`config.mk`:
```
export PLATFORM = sky130hd
export DESIGN_NAME = gpio_bank_lock
export DESIGN_NICKNAME = d
export VERILOG_FILES = /design/src/rtl/gpio_lock_pkg.sv /design/src/rtl/lock_arm_ctrl.sv /design/src/rtl/lock_word_store.sv /design/src/rtl/gpio_bank_lock.sv
export SDC_FILE = /design/constraint.sdc
export NUM_CORES = 1
export LEC_CHECK = 0
export BUFFER_PORTS_ARGS = -buffer_cell sky130_fd_sc_hd__buf_2
export CAP_MARGIN = 40
export CORE_ASPECT_RATIO = 0.8
export CORE_MARGIN = 2
export CORE_UTILIZATION = 53
export DETAILED_ROUTE_END_ITERATION = 10
export GPL_TIMING_DRIVEN = 0
export PLACE_DENSITY_LB_ADDON = 0.12
export RECOVER_POWER = 25
export SYNTH_ARGS = -nofsm -noshare
export SYNTH_HDL_FRONTEND = slang
export SYNTH_SLANG_ARGS = --single-unit
export TNS_END_PERCENT = 100
```
`constraint.sdc`:
```
create_clock -name clk -period 2.2 [get_ports clk]
set_input_delay 0.33 -clock clk [delete_from_list [all_inputs] [get_ports clk]]
set_output_delay 0.33 -clock clk [all_outputs]
set_load 0.05 [all_outputs]
```
`src/rtl/gpio_lock_pkg.sv`:
```
package gpio_lock_pkg;
  localparam int MAX_BANKS  = 8;
  localparam int BANK_IDX_W = 3;
  localparam int REG_W      = 32;
  localparam int STAT_ARMED_BIT = 0;
  localparam int STAT_VIOL_BIT  = 1;

  typedef enum logic [1:0] {
    RD_ZERO   = 2'd0,
    RD_LOCK   = 2'd1,
    RD_STATUS = 2'd2
  } rdSel_e;

  // strobes from control to the word store
  typedef struct packed {
    logic                  lockWrEn;
    logic                  rdEn;
    rdSel_e                rdSel;
    logic [BANK_IDX_W-1:0] bank;
  } lockStrobe_t;
endpackage

```
`src/rtl/lock_arm_ctrl.sv`:
```
module lock_arm_ctrl
  import gpio_lock_pkg::*;
#(
  parameter int                ADDR_W    = 12,
  parameter int                NUM_BANKS = 8,
  parameter logic [ADDR_W-1:0] LOCK_BASE = 12'h500,
  parameter logic [ADDR_W-1:0] PWD_ADDR  = 12'h520,
  parameter logic [ADDR_W-1:0] STAT_ADDR = 12'h524,
  parameter logic [REG_W-1:0]  KEY       = 32'h00A5_A501
) (
  input  logic              clk,
  input  logic              rstN,
  input  logic              busWrEn,
  input  logic              busRdEn,
  input  logic [ADDR_W-1:0] busAddr,
  input  logic [REG_W-1:0]  busWrData,
  output lockStrobe_t       strb,
  output logic              armed,
  output logic              violation
);
  localparam int SLOT_LSB = BANK_IDX_W + 2;

  logic                  inLockWin;
  logic [BANK_IDX_W-1:0] slotIdx;
  logic                  isLock;
  logic                  isPwd;
  logic                  isStat;
  logic                  keyOk;
  logic                  armedNxt;
  logic                  violNxt;

  // address decode
  assign slotIdx   = busAddr[SLOT_LSB-1:2];
  assign inLockWin = (busAddr[ADDR_W-1:SLOT_LSB] == LOCK_BASE[ADDR_W-1:SLOT_LSB])
                     && (busAddr[1:0] == 2'b00);
  assign isLock    = inLockWin && (int'(slotIdx) < NUM_BANKS);
  assign isPwd     = (busAddr == PWD_ADDR);
  assign isStat    = (busAddr == STAT_ADDR);
  assign keyOk     = (busWrData == KEY);

  // every write re-decides the arming: only a correct key leaves it set
  always_comb begin
    armedNxt = armed;
    if (busWrEn) armedNxt = isPwd && keyOk;
  end

  always_comb begin
    violNxt = violation;
    if (busWrEn && isLock && !armed)                    violNxt = 1'b1;
    if (busWrEn && isStat && busWrData[STAT_VIOL_BIT])  violNxt = 1'b0;
  end

  always_ff @(posedge clk or negedge rstN) begin
    if (!rstN) begin
      armed     <= 1'b0;
      violation <= 1'b0;
    end else begin
      armed     <= armedNxt;
      violation <= violNxt;
    end
  end

  always_comb begin
    strb          = '0;
    strb.lockWrEn = busWrEn && isLock && armed;
    strb.rdEn     = busRdEn;
    strb.bank     = slotIdx;
    if (isLock)      strb.rdSel = RD_LOCK;
    else if (isStat) strb.rdSel = RD_STATUS;
    else             strb.rdSel = RD_ZERO;
  end

  // the key arms the unit
  p_key_arms_r2: assert property (@(posedge clk) disable iff (!rstN)
    busWrEn && busAddr == PWD_ADDR && busWrData == KEY |=> armed);

  // a lock write that goes through uses up the arming
  p_key_consumed_r3: assert property (@(posedge clk) disable iff (!rstN)
    strb.lockWrEn |=> !armed);

  // a wrong password disarms
  p_bad_key_disarms_r5: assert property (@(posedge clk) disable iff (!rstN)
    busWrEn && busAddr == PWD_ADDR && busWrData != KEY |=> !armed);

  // a write elsewhere disarms, and a cycle without a write keeps the arming
  p_other_write_disarms_r6: assert property (@(posedge clk) disable iff (!rstN)
    busWrEn && busAddr != PWD_ADDR |=> !armed);
  p_idle_keeps_arm_r6: assert property (@(posedge clk) disable iff (!rstN)
    !busWrEn |=> $stable(armed));

  // a disarmed lock write raises the flag, and the flag sticks
  p_unarmed_flags_r4: assert property (@(posedge clk) disable iff (!rstN)
    busWrEn && isLock && !armed |=> violation);
  p_flag_sticky_r4: assert property (@(posedge clk) disable iff (!rstN)
    violation && !(busWrEn && busAddr == STAT_ADDR && busWrData[STAT_VIOL_BIT])
    |=> violation);

  // the clear write drops the flag
  p_flag_clear_r8: assert property (@(posedge clk) disable iff (!rstN)
    busWrEn && busAddr == STAT_ADDR && busWrData[STAT_VIOL_BIT] |=> !violation);
endmodule

```
`src/rtl/lock_word_store.sv`:
```
module lock_word_store
  import gpio_lock_pkg::*;
#(
  parameter int NUM_BANKS = 8,
  localparam int LOCK_W   = NUM_BANKS * REG_W
) (
  input  logic              clk,
  input  logic              rstN,
  input  lockStrobe_t       strb,
  input  logic [REG_W-1:0]  wrData,
  input  logic              armed,
  input  logic              violation,
  output logic [LOCK_W-1:0] lockWords,
  output logic [REG_W-1:0]  rdData
);
  logic [REG_W-1:0] word [NUM_BANKS];
  logic [REG_W-1:0] rdNxt;

  for (genvar b = 0; b < NUM_BANKS; b++) begin : g_bank
    always_ff @(posedge clk or negedge rstN) begin
      if (!rstN)
        word[b] <= '1;
      else if (strb.lockWrEn && strb.bank == BANK_IDX_W'(b))
        word[b] <= wrData;
    end
    assign lockWords[b*REG_W +: REG_W] = word[b];

    // an accepted write lands in its own bank
    p_write_lands_r2: assert property (@(posedge clk) disable iff (!rstN)
      strb.lockWrEn && strb.bank == BANK_IDX_W'(b) |=> word[b] == $past(wrData));
  end

  // read value from the state before any write of this cycle
  always_comb begin
    rdNxt = '0;
    case (strb.rdSel)
      RD_LOCK: rdNxt = word[strb.bank];
      RD_STATUS: begin
        rdNxt[STAT_ARMED_BIT] = armed;
        rdNxt[STAT_VIOL_BIT]  = violation;
      end
      default: rdNxt = '0;
    endcase
  end

  always_ff @(posedge clk or negedge rstN) begin
    if (!rstN)          rdData <= '0;
    else if (strb.rdEn) rdData <= rdNxt;
  end

  // without an accepted write the words do not move
  p_words_hold_r4: assert property (@(posedge clk) disable iff (!rstN)
    !strb.lockWrEn |=> $stable(lockWords));

  // read data holds between reads, and unmapped reads return zero
  p_rd_hold_r7: assert property (@(posedge clk) disable iff (!rstN)
    !strb.rdEn |=> $stable(rdData));
  p_rd_zero_r7: assert property (@(posedge clk) disable iff (!rstN)
    strb.rdEn && strb.rdSel == RD_ZERO |=> rdData == '0);
endmodule

```
`src/rtl/gpio_bank_lock.sv`:
```
module gpio_bank_lock
  import gpio_lock_pkg::*;
#(
  parameter int                ADDR_W    = 12,
  parameter int                NUM_BANKS = 8,
  parameter logic [ADDR_W-1:0] LOCK_BASE = 12'h500,
  parameter logic [ADDR_W-1:0] PWD_ADDR  = 12'h520,
  parameter logic [ADDR_W-1:0] STAT_ADDR = 12'h524,
  parameter logic [31:0]       KEY       = 32'h00A5_A501,
  localparam int LOCK_W = NUM_BANKS * 32
) (
  input  logic              clk,
  input  logic              rstN,
  input  logic              busWrEn,
  input  logic              busRdEn,
  input  logic [ADDR_W-1:0] busAddr,
  input  logic [31:0]       busWrData,
  output logic [31:0]       busRdData,
  output logic [LOCK_W-1:0] lockWords,
  output logic              lockViolation
);
  lockStrobe_t strb;
  logic        armed;

  lock_arm_ctrl #(
    .ADDR_W(ADDR_W), .NUM_BANKS(NUM_BANKS), .LOCK_BASE(LOCK_BASE),
    .PWD_ADDR(PWD_ADDR), .STAT_ADDR(STAT_ADDR), .KEY(KEY)
  ) i_ctrl (
    .clk(clk), .rstN(rstN), .busWrEn(busWrEn), .busRdEn(busRdEn),
    .busAddr(busAddr), .busWrData(busWrData),
    .strb(strb), .armed(armed), .violation(lockViolation)
  );

  lock_word_store #(.NUM_BANKS(NUM_BANKS)) i_store (
    .clk(clk), .rstN(rstN), .strb(strb), .wrData(busWrData),
    .armed(armed), .violation(lockViolation),
    .lockWords(lockWords), .rdData(busRdData)
  );
endmodule

```
==> flow_summary.ini <==
[placement]
post-place-cells = 1464
gp_congestion = 0.7928
pre_cts_ws_ns = -0.6509
dpl_cell_area_um2 = 15530
portBuffers = 331
hpwl_um = 26710

[global_routing]
grt_max_degree = 117
grtUsageTotal_pct = 28.78
antenna_found_initial = 3
grt_pass1_vias = 8992
grt_pass1_wl_um = 57410
overflow = 0

[final_layout]
final_cell_mix = buf_2 (306), dfstp_2 (256), mux2_2 (205)
synthToLayoutAreaGrowth_pct = 25.26
fin_nets = 1235
drive_gt1_share_pct = 79.24
final_area_um2 = 16560
final_common_cell = buf_2
final_cells = 1528
final_core_util_pct = 67.77

[floorplan]
io_pins = 337
die_width_um = 180.6
std_cell_rows = 51
dieHeight_um = 145.3
fp.dieArea_um2 = 26240
core_area_um2 = 24440
initial_utilization_pct = 54.10

[synth]
ys_ff_latch = 290
synth_top_family_by_area = multiplexers
synthCells = 803
synth.cell_area_um2 = 13220
synth_edf_count = 0
synth-seq-area-share_pct = 57.31
syn-num-nets = 851
yosys.area_share.simple_pct = 2.091
yosysWarnings = 0
synthXorXnorAreaFrac_pct = 0
async_flop_share_pct = 100.0
synthFlopType = dfstp_2
avgSynthCellArea_um2 = 16.47
synth_cell_type_count = 38
synth_compound_area_share_pct = 1.798
synth_mux_area_share_pct = 35.88
synth_fa_ha_area_share_pct = 0

[drt]
firstDrtPassIters = 4
drc_errors = 0
drt_iter0_drc = 512
drt-wirelength-per-cell_um = 25.23
via_count = 8858
drtAntennaViolNets = 0
wl_um = 38550
avgViaCountPerCell = 5.797

[timing]
min_period_ns = 2.178
relSlewSlack_pct = 38.60
rsz0062_at_grt = yes
clock_skew_ns = 0.01063
setup_ws_ns = 0.02161
finalSetupViolations = 0
setup_tns_ns = 0
worstMarginPinSlew_ns = 0.9210
finalCritPeriodShare_pct = 99.02
slew_viol_final = 0
finalHoldViolations = 0
holdWs_ns = 0.03033
max_freq_ghz = 0.4591

[worst_setup_path]
crit_path_start_kind = input pin
path_max_fanout = 10
r2r_slack_ns = 0.04
critical_path_required_ns = 2.58
crit_type = input pin to flip-flop
cp-end-kind = flip-flop
worstPathArrival_ns = 2.56

[worst_hold_path]
hp-class = input pin to flip-flop

[cts]
numCtsBuffers = 31
htreeDepth = 1
clk_path_buf_depth = 3
insertion_delay_ns = 0.54
clk_pin_slew_ns = 0.06
cts_tree = yes
cts_sinks = 290
ctsRootBufferMaster = clkbuf_16

[status]
status = finished, final reports clean

[power_and_ir_drop]
power_frac_seq_pct = 49.8
power_frac_clock_pct = 45.8
p_sw_mw = 2.415
combPwrFrac_pct = 4.4
p_int_mw = 8.350
swShare_pct = 22.43
p_leak_nw = 7.812
p_per_area_nw_per_um2 = 650.0
total_power_mw = 10.77
irDropWorstVdd_mv = 0.6409

[flow_run]
maxCapViolCount = 0
## area by class of cell
class	instances	area [um2]
inverters	36	135.1
diodes	1	2.502
flip-flops and latches	290	7577
repair buffers	351	1861
multi-input cells	424	5315
plain buffers	53	317.8
fillers	1838	7878
clock inverters	5	28.78
clock buffers	50	927.1
well taps	318	397.9
## state kept, by name, indices dropped and copies added (netlist names)
name	cells
i_store.lockWords	256
i_ctrl.armed	1
i_store.rdData	32
i_ctrl.violation	1
## worst paths after layout
path / to / startpoint / cells after the start
worst max-delay path: i_store.rdData[31] / busAddr[4] / 7
worst min-delay path: i_ctrl.violation / busWrEn / 2
worst max register to register: i_store.lockWords[48] / i_ctrl.armed / 6
worst min register to register: i_store.rdData[29] / i_store.rdData[29] / 2
max in group asynchronous: i_store.rdData[11] / rstN / 4
min in group asynchronous: i_store.rdData[24] / rstN / 2
## cell usage after synthesis, drive strengths merged, types with 2 or more instances
master	n	area, um2
buf	31	168.9
a31oi	2	12.51
nor4bb	3	30.03
mux4	63	1419
dfrtp	34	850.8
nand4bb	2	22.52
o221ai	2	17.52
o22ai	31	193.9
nor3b	2	20.02
dfstp	256	6726
or4	4	37.53
nor3	3	20.02
clkbuf	22	82.58
mux2	256	2995
nand2	3	11.26
nor4b	2	17.52
nor4	6	56.31
nand3	4	20.02
mux2i	33	330.3
inv	36	135.1
## power by group through the flow
| stage | Sequential [mW] | Clock (mW) | Combinational [mW] |
|---|---|---|---|
| floorplan | 5.44 | 0 | 0.154 |
| global placement | 5.43 | 0 | 0.441 |
| detailed placement | 5.44 | 0 | 0.473 |
| CTS | 5.36 | 5.01 | 0.477 |
| global route | 5.36 | 5.25 | 0.516 |
| finish | 5.36 | 4.93 | 0.474 |
## logic make-up after synthesis
logic type,count (synthesis)
AOI/OAI and AO/OA,37
DFF,290
and+or+nand+nor,35
muxes,352
buffers and inverters,89
## metal layers
layer | part of all wire [%] | global-route usage [%] | up-vias
met4 | 2.8 | 7.782 | 4
li1 | - | - | 3782
met2 | 47 | 44.83 | 304
met3 | 6.4 | 6.200 | 61
met5 | 0.070 | 0 | -
met1 | 44 | 41.22 | 4707
## worst max-delay path, cell delays in order
cell	delay (ns)
clkbuf_1	0.32
clkbuf_1	0.60
buf_1	0.46
buf_6	0.23
mux4_2	0.31
mux2i_1	0.17
o22ai_1	0.11
## what timing repair did
item	4_1_cts	5_1_grt
setup endpoints to repair	78	177
hold endpoints to repair	4	0
buffers inserted	0	6
pin swaps	0	2
cloned	0	1
hold buffers	1	0
resized for setup	8	13
(Power assumes the default switching activity.)
